==> src/rtl/winwdog_pkg.sv <==
package winwdog_pkg;

  // Largest period exponent and the counter width it needs
  localparam int MAX_SHIFT = 17;
  localparam int CNT_W     = MAX_SHIFT;
  localparam int CFG_W     = 8;

  // Configuration byte field positions
  localparam int CLKFIX_BIT = 0;
  localparam int OVF_LO     = 1;
  localparam int OVF_HI     = 3;
  localparam int RUN_BIT    = 4;
  localparam int WIN_LO     = 5;
  localparam int WIN_HI     = 6;
  localparam int RSVD_BIT   = 7;

  // Strobes from control to datapath
  typedef struct packed {
    logic load;
    logic inc;
    logic clr;
  } wdCmd_t;

  function automatic int unsigned periodShift(input logic [2:0] code);
    case (code)
      3'd0: return 7;
      3'd1: return 8;
      3'd2: return 9;
      3'd3: return 10;
      3'd4: return 12;
      3'd5: return 14;
      3'd6: return 15;
      default: return 17;
    endcase
  endfunction

endpackage

==> src/rtl/winwdog_dp.sv <==
module winwdog_dp
  import winwdog_pkg::*;
(
  input  logic             clk,
  input  logic             rstN,
  input  wdCmd_t           cmd,
  input  logic [CFG_W-1:0] cfgIn,
  output logic             loaded,
  output logic             enabled,
  output logic             clkFix,
  output logic             cfgErr,
  output logic             winOpen,
  output logic             atLast
);

  localparam logic [CNT_W:0]   ONE_W = {{CNT_W{1'b0}}, 1'b1};
  localparam logic [CNT_W-1:0] STEP  = {{(CNT_W-1){1'b0}}, 1'b1};

  logic [CFG_W-1:0] cfgReg;
  logic [CNT_W-1:0] cnt;
  logic [2:0]       ovfCode;
  logic [1:0]       rawWin;
  logic [1:0]       winSel;
  logic             badCfg;
  int unsigned      shiftAmt;
  logic [CNT_W:0]   period;
  logic [CNT_W:0]   lastCnt;
  logic [CNT_W:0]   quarter;
  logic [CNT_W:0]   openStart;

  // Configuration register, written once after reset
  always_ff @(posedge clk or negedge rstN) begin
    if (!rstN) begin
      loaded <= 1'b0;
      cfgReg <= '0;
    end else if (cmd.load) begin
      loaded <= 1'b1;
      cfgReg <= cfgIn;
    end
  end

  // Field decode
  always_comb begin
    ovfCode   = cfgReg[OVF_HI:OVF_LO];
    rawWin    = cfgReg[WIN_HI:WIN_LO];
    badCfg    = cfgReg[RSVD_BIT] | ((ovfCode == 3'd0) && (rawWin == 2'd0));
    winSel    = badCfg ? 2'd0 : rawWin;
    shiftAmt  = periodShift(ovfCode);
    period    = ONE_W << shiftAmt;
    lastCnt   = period - ONE_W;
    quarter   = period >> 2;
    case (winSel)
      2'd0:    openStart = quarter + (quarter << 1);
      2'd1:    openStart = quarter << 1;
      2'd2:    openStart = quarter;
      default: openStart = '0;
    endcase
  end

  assign enabled = cfgReg[RUN_BIT];
  assign clkFix  = cfgReg[CLKFIX_BIT];
  assign cfgErr  = loaded & badCfg;
  assign winOpen = {1'b0, cnt} >= openStart;
  assign atLast  = {1'b0, cnt} == lastCnt;

  // Tick counter
  always_ff @(posedge clk or negedge rstN) begin
    if (!rstN)        cnt <= '0;
    else if (cmd.clr) cnt <= '0;
    else if (cmd.inc) cnt <= cnt + STEP;
  end


  cfg_frozen_chk: assert property (@(posedge clk) disable iff (!rstN)
    $past(loaded) |-> $stable(cfgReg));


  cnt_step_chk: assert property (@(posedge clk) disable iff (!rstN)
    (cnt != $past(cnt)) |-> ((cnt == $past(cnt) + STEP) || (cnt == '0)));

endmodule

==> src/rtl/winwdog_ctrl.sv <==
module winwdog_ctrl
  import winwdog_pkg::*;
#(
  parameter logic [CFG_W-1:0] RESTART_CODE = 8'hAC
) (
  input  logic             clk,
  input  logic             rstN,
  input  logic             loaded,
  input  logic             enabled,
  input  logic             clkFix,
  input  logic             winOpen,
  input  logic             atLast,
  input  logic             slowTick,
  input  logic             haltMode,
  input  logic             stopMode,
  input  logic             wrValid,
  input  logic [CFG_W-1:0] wrData,
  output wdCmd_t           cmd,
  output logic             rstReq
);

  logic active;
  logic clkOk;
  logic codeOk;
  logic restartOk;
  logic badWrite;
  logic overflow;

  always_comb begin
    active    = loaded & enabled;
    clkOk     = clkFix | ~(haltMode | stopMode);
    codeOk    = (wrData == RESTART_CODE);
    restartOk = active & wrValid & codeOk & winOpen;
    badWrite  = active & wrValid & ~(codeOk & winOpen);
    cmd.load  = ~loaded;
    cmd.inc   = active & slowTick & clkOk & ~restartOk;
    overflow  = cmd.inc & atLast;
    cmd.clr   = restartOk | overflow;
  end

  always_ff @(posedge clk or negedge rstN) begin
    if (!rstN) rstReq <= 1'b0;
    else       rstReq <= overflow | badWrite;
  end


  run_gate_chk: assert property (@(posedge clk) disable iff (!rstN)
    rstReq |-> $past(loaded && enabled));


  good_restart_chk: assert property (@(posedge clk) disable iff (!rstN)
    $past(loaded && enabled && wrValid && wrData == RESTART_CODE && winOpen) |-> !rstReq);


  closed_write_chk: assert property (@(posedge clk) disable iff (!rstN)
    $past(loaded && enabled && wrValid && !winOpen) |-> rstReq);


  sleep_gate_chk: assert property (@(posedge clk) disable iff (!rstN)
    (!clkFix && (haltMode || stopMode)) |-> !cmd.inc);

endmodule

==> src/rtl/winwdog_top.sv <==
module winwdog_top
  import winwdog_pkg::*;
#(
  parameter logic [7:0] RESTART_CODE = 8'hAC
) (
  input  logic       clk,
  input  logic       rstN,
  input  logic [7:0] cfgByte,
  input  logic       slowTick,
  input  logic       haltMode,
  input  logic       stopMode,
  input  logic       wrValid,
  input  logic [7:0] wrData,
  output logic       rstReq,
  output logic       cfgErr
);

  wdCmd_t cmd;
  logic   loaded;
  logic   enabled;
  logic   clkFix;
  logic   winOpen;
  logic   atLast;

  winwdog_ctrl #(.RESTART_CODE(RESTART_CODE)) u_ctrl (
    .clk      (clk),
    .rstN     (rstN),
    .loaded   (loaded),
    .enabled  (enabled),
    .clkFix   (clkFix),
    .winOpen  (winOpen),
    .atLast   (atLast),
    .slowTick (slowTick),
    .haltMode (haltMode),
    .stopMode (stopMode),
    .wrValid  (wrValid),
    .wrData   (wrData),
    .cmd      (cmd),
    .rstReq   (rstReq)
  );

  winwdog_dp u_dp (
    .clk     (clk),
    .rstN    (rstN),
    .cmd     (cmd),
    .cfgIn   (cfgByte),
    .loaded  (loaded),
    .enabled (enabled),
    .clkFix  (clkFix),
    .cfgErr  (cfgErr),
    .winOpen (winOpen),
    .atLast  (atLast)
  );


  reset_quiet_chk: assert property (@(posedge clk) disable iff (!rstN)
    $rose(rstN) |-> (!rstReq && !cfgErr));

endmodule

==> config.mk <==
export PLATFORM = sky130hd
export DESIGN_NAME = winwdog_top
export DESIGN_NICKNAME = d
export VERILOG_FILES = /design/src/rtl/winwdog_pkg.sv /design/src/rtl/winwdog_dp.sv /design/src/rtl/winwdog_ctrl.sv /design/src/rtl/winwdog_top.sv
export SDC_FILE = /design/constraint.sdc
export NUM_CORES = 1
export LEC_CHECK = 0
export ABC_CLOCK_PERIOD_IN_PS = 8900
export BUFFER_PORTS_ARGS = -buffer_cell sky130_fd_sc_hd__buf_2
export CAP_MARGIN = 30
export CORE_ASPECT_RATIO = 1.75
export CORE_MARGIN = 4
export CORE_UTILIZATION = 25
export DETAILED_ROUTE_END_ITERATION = 8
export SYNTH_ARGS = -nofsm -noshare
export SYNTH_HDL_FRONTEND = slang
export SYNTH_SLANG_ARGS = --single-unit
==> constraint.sdc <==
create_clock -name clk -period 8.9 [get_ports clk]
set_input_delay 0.89 -clock clk [delete_from_list [all_inputs] [get_ports clk]]
set_output_delay 0.89 -clock clk [all_outputs]
set_load 0.05 [all_outputs]
# == Word level (Yosys, flattened, before mapping) ==
# Index checks and enable logic that the tools add are counted.
# classes
n_addsub,3
n_lt_le_gt_ge,1
eq_ne,10
shift,1
mux,5
bitwise_logic,19
reduce_logical,5
# ops
op,count
one-hot mux 18 bit (3 select lines),1
one-hot mux 5 bit (7 select lines),1
2-to-1 mux 17 bit,2
adder 16 x 17 -> 18 bit,1
equality test 17 x 18 -> 1 bit,1
>= comparator 17 x 18 -> 1 bit,1
"left shift 1 x 5 -> 18 bit, first input constant",1
"subtractor 18 x 1 -> 18 bit, second input constant",1
"adder 17 x 1 -> 17 bit, second input constant",1
AND 1 bit,11
"equality test 3 bit, second input constant",3
"equality test 8 bit, second input constant",1
"equality test 3 x 2 -> 1 bit, second input constant",2
bitwise OR 1 bit,5
logical NOT 2 bit,2
"equality test 3 x 1 -> 1 bit, second input constant",1
logical NOT 3 bit,1
NOT 1 bit,3
"equality test 2 x 1 -> 1 bit, second input constant",1
"equality test 2 bit, second input constant",1
2-to-1 mux 2 bit,1
nonzero test 2 bit,1
logical AND 1 bit,1
# totals
reg_bits,27
inputBits,22
out_inout_bits,2

# == Longest topological paths before layout ==
# depth
word_depth,13
ltp_mapped,22

# == Modules after synthesis ==
# A second synthesis with hierarchy kept.
# hier_totals
cells_unflattened,407
hier_area_um2,3275.6
# modules_own_cells
mod,instances,cells_each,area_per_inst_um2,seq_area_each_um2
winwdog_dp,1,393,3170.5,650.6
winwdog_ctrl,1,14,105.1,25.0

# == Worst setup path before layout ==
# OpenSTA, ideal clock, no wires.
# synth_path
path_kind,register to register
startpoint,reg u_dp.cfgReg[3]
endpoint,reg u_dp.cnt[0]
setup_ns,0.130
arrival_ns,4.778
path_slack_ns,3.993
stages_incl_launch_ff,21
n_path_buf,2
path_cell_list,dfrtp_1 clkbuf_1 inv_1 fa_1 nor2_1 o211a_1 ha_1 o21ai_0 a221oi_1 a311oi_1 xnor2_1 o21a_1 a21oi_1 ha_1 nand3_1 or2_2 nor4_1 nor3_1 nor2_1 buf_2 o22ai_1
# synth_between
elab_chain_cells,13
# synth_rtl
element,line_no,rtl
"start, declared",winwdog_dp.sv:19,logic [CFG_W-1:0] cfgReg;
"start signal, assigned",winwdog_dp.sv:38,cfgReg <= cfgIn;
branches (longest 13 deep; another with adder 16 x 17 -> 18 bit),n/a,
"end signal, assigned",winwdog_dp.sv:70,else if (cmd.inc) cnt <= cnt + STEP;
"end, declared",winwdog_dp.sv:20,logic [CNT_W-1:0] cnt;
# Several ways; the timed one is not identified.
# A chain may end at the register's enable or synchronous reset.

# == Final worst setup path ==
# Ends and elaborated chain as after synthesis.

==> parameters.txt <==
Parameter                              Value

Clocking
  Hold buffer count at cts    0
  Source-to-sink clock delay at the later pin of the worst-skew pair    0.27 ns
  Clock transition at the register clock pins on the worst setup and hold paths after CTS    0.07 ns
  Clock sink total    27
  Total clock buffers created by CTS    3
  Clock Root Buffer    sky130_fd_sc_hd__clkbuf_16
  Clock tree from TritonCTS    done
  Postcts setup bufs    0
  Clock H-tree levels    1
  Post-cts sizing count    0
  Number of buffers on the longest clock path    2

Synthesis
  Average instance area after synthesis    8.484 um2
  Synthesized flop and latch total    27
  Number of instances in the synthesized netlist    374
  Number of synthesized flops with an enable pin    0
  Distinct cell type count of the synthesized netlist    60
  Seq/Total Area, Yosys    21.29%
  Total number of yosys warnings    0
  Main flop type after synthesis    sky130_fd_sc_hd__dfrtp_1
  Cell area after synthesis    3173 um2
  Fraction of registers with async set or reset after synthesis    100.0%

Setup path
  CP Launch Point    u_dp.cfgReg[3]
  CP Data Required Time    9.01 ns
  Cell breakdown of the critical path    inv_1, fa_1, nand3_1, inv_1, ha_1, o21ai_0, a221oi_1, a311oi_1, xnor2_1, o21a_1, a21oi_1, ha_1, nand3_1, or2_2, nor4_1, nor3_1, nor2_1, buf_6, o22ai_1
  Slowest library cell on the worst path    sky130_fd_sc_hd__fa_1
  Reg-to-Reg End    u_dp.cnt[0]
  Kind of critical path    reg2reg
  Max stage delay on crit path    0.69 ns
  Critical Path Source Type    flop
  Reg2Reg Setup Slack    3.30 ns
  Worst Setup End Kind    flop
  Max FO, Critical Path    17
  Launching point of the worst reg2reg path    u_dp.cfgReg[3]
  FF-to-FF path depth    19
  Worst Path Arrival    5.70 ns

Power
  Sequential power share    34.8%
  Power per unit of standard cell area    128.2 nW/um2
  Psw    0.0001850 W
  Worst-case vdd ir drop    0.00005611 V
  Total internal power    0.0002749 W
  Overall Power    0.0004599 W
  Switching fraction of total power    40.22%
  Cell leakage power    1.552 nW
  Logic gate share of total power    42.5%
  Clock power share    22.7%

Worst hold path
  Hold Path End    u_dp.cfgReg[4]
  WHS Path Cells    1
  Beginning of the worst hold path    u_dp.cfgReg[4]
  Tightest Hold Check Type    reg2reg

Die
  I/O pin count    24
  Overall die area    14630 um2
  Effective utilization at floorplan    25.52%
  Die H    157.0 um
  Horiz. Die Dim    93.16 um
  Std-Cell Rows    54
  Area of the placeable core    12430 um2

STA
  Setup-failing EPs final    0
  Worst-case headroom to the max-slew limit    43.96%
  Final Max Tran Viols    0
  Final Cycle Share    62.88%
  Unrepaired setup endpoints after global routing    no
  Final setup TNS    0 ns
  Slew at the pin closest to its max-slew limit    0.8343 ns
  Worst Skew    0.003271 ns
  Number of endpoints with negative hold slack in the final report    0
  Final worst path period need    5.596 ns
  Achievable Freq    178.7 MHz

Placement
  Post-detailed-placement half-perimeter wirelength    7.616 mm
  Final weighted congestion in routability-driven placement    0.9255
  Number of buffers added on ports    23

Routing
  DRT antenna net count    0
  Vias    2952
  Number of optimization iterations in the first detailed-route pass    5
  Total wirelength of the detailed-routed design    9.137 mm
  Detailed-route wire length per cell    15.97 um
  Violation count after the first detailed-route iteration    147
  Vias per std cell    5.161
  Total DRC errors in the routed layout    0

Finish
  Final standard cell utilization of the core    28.85%
  Area growth syn-to-layout    13.05%
  Number of inserted diodes    0
  Proportion of layout cells with a drive suffix above 1    11.14%
  Number of nets in the layout    473

Job
  Number of maximum-capacitance constraint violations    0

Global routing
  Number of antenna violations at the first check in global routing    0
  All-layer global routing usage    13.03%
  Maximum number of pins on one net before global-route repair    28
  Remaining Overflow, GRT    0
  Via count of the first global-routing pass    3089
  Global-route wire length before repair    15.21 mm

Run status
  Outcome    completed
==> synth_stat cells, drive strengths merged (3+ instances only) <==
cell type,number,area (um2)
nor3,12,60.06
a22oi,4,30.03
xor2,8,70.07
ha,44,550.5
nand4,6,37.54
buf,4,28.78
o211ai,5,37.54
nand2b,4,25.02
nand2,26,97.59
nor4,3,33.78
and3,6,38.79
mux2,8,90.09
o21a,7,52.55
o21ai,12,60.06
inv,27,101.4
xnor2,18,157.7
a21o,3,22.52
dfrtp,27,675.7
clkbuf,10,37.54
a222oi,4,40.04
nor2,28,105.1
and4,3,26.28
o2bb2ai,4,35.03
nand3,15,75.07
a21oi,12,60.06
a211oi,17,127.6
nor2b,6,37.54
o2111ai,6,52.55
o22ai,5,31.28
a221oi,3,26.28
==> layer usage <==
metal	up-vias	share of wire [%]	wire, um	global-route usage (%)
met1	1393	34	3146	12.45
li1	1442	-	-	-
met4	0	5.9	537	7.897
met3	37	2.3	208	0.8608
met2	80	57	5244	26.26
met5	-	0	0	0
==> state kept, by name (all words and copies together), names as in the netlist <==
signal / cells
u_dp.cnt: 17
u_ctrl.rstReq: 1
u_dp.cfgReg: 8
u_dp.loaded: 1
==> how the worst max path moves through the flow <==
stage,end,slack [ns],cells past startpoint
5_1_grt,u_dp.cnt[0],2.82,19
3_3_place_gp,u_dp.cnt[1],3.27,18
6_report,u_dp.cnt[0],3.30,19
2_1_floorplan,u_dp.cnt[0],3.99,20
3_5_place_dp,u_dp.cnt[0],3.35,19
4_1_cts,u_dp.cnt[0],3.33,19
==> worst max-delay path, delay by kind of cell, from the launching register on <==
kind,cells,cell delay (ns)
xor+xnor,1,0.18
compound gates,6,1.15
flops,1,0.66
buf+inv,3,0.53
simple gates,6,1.61
fa+ha+maj,3,1.30
==> per-stage QoR <==
step / instances / worst slack (ns) / instance area (um2) / hold WS [ns]
after detailed placement: 568 / 3.354 / 3507 / 0.4980
final: 572 / 3.304 / 3587 / 0.5295
after CTS: 572 / 3.330 / 3587 / 0.5177
after floorplan: 389 / 3.993 / 3229 / 0.4735
after global placement: 567 / 3.273 / 3496 / 0.4894
after global routing: 572 / 2.818 / 3587 / 0.5362
==> cell families (layout without fill, tap and decap cells) <==
kind of cell             Yosys count  after routing  share of synthesized area [%]
AND/OR/NAND/NOR                  123            123                          20.90
AO/OA/AOI/OAI                     99             99                          23.03
adder cells (fa/ha/maj)           46             46                          18.61
buffers and inverters             41             56                          5.284
flip-flops                        27             27                          21.29
XOR/XNOR                          26             26                          7.177
multiplexers                      10             10                          3.470
other                              2             17                         0.2367
==> placed cells by master, fill, tap and decap left out, types with 5 or more instances in the layout <==
master / instances
sky130_fd_sc_hd__o21a_1: 7
sky130_fd_sc_hd__buf_2: 23
sky130_fd_sc_hd__a21oi_1: 12
sky130_fd_sc_hd__conb_1: 17
sky130_fd_sc_hd__o22ai_1: 5
sky130_fd_sc_hd__inv_1: 27
sky130_fd_sc_hd__nand3_1: 15
sky130_fd_sc_hd__mux2_2: 8
sky130_fd_sc_hd__a211oi_1: 17
sky130_fd_sc_hd__nor2b_1: 6
sky130_fd_sc_hd__nand2_1: 26
sky130_fd_sc_hd__nand4_1: 6
sky130_fd_sc_hd__o211ai_1: 5
sky130_fd_sc_hd__and3_1: 5
sky130_fd_sc_hd__nor3_1: 12
sky130_fd_sc_hd__o2111ai_1: 6
sky130_fd_sc_hd__dfrtp_1: 27
sky130_fd_sc_hd__nor2_1: 28
sky130_fd_sc_hd__o21ai_0: 12
sky130_fd_sc_hd__xnor2_1: 18
sky130_fd_sc_hd__ha_1: 44
sky130_fd_sc_hd__xor2_1: 8
==> cell type report <==
cell class                 instances  area (um2)
fill                            1378        8845
multi-input combinational        321        2386
sequential                        27       675.6
tap                              168       210.2
timing repair buffer              25       133.9
inverter                          27       101.3
clock buffer                       3       75.07
clock inverter                     1       5.005
==> power groups by stage <==
stage | combinational, W | clock, W | sequential [W]
2_1_floorplan | 0.000148 | 0 | 0.000148
3_3_place_gp | 0.000189 | 0 | 0.000161
3_5_place_dp | 0.000193 | 0 | 0.000162
4_1_cts | 0.000194 | 0.000109 | 0.000159
5_1_grt | 0.000219 | 0.000112 | 0.000162
6_report | 0.000195 | 0.000105 | 0.000160
(Power assumes the default switching activity.)
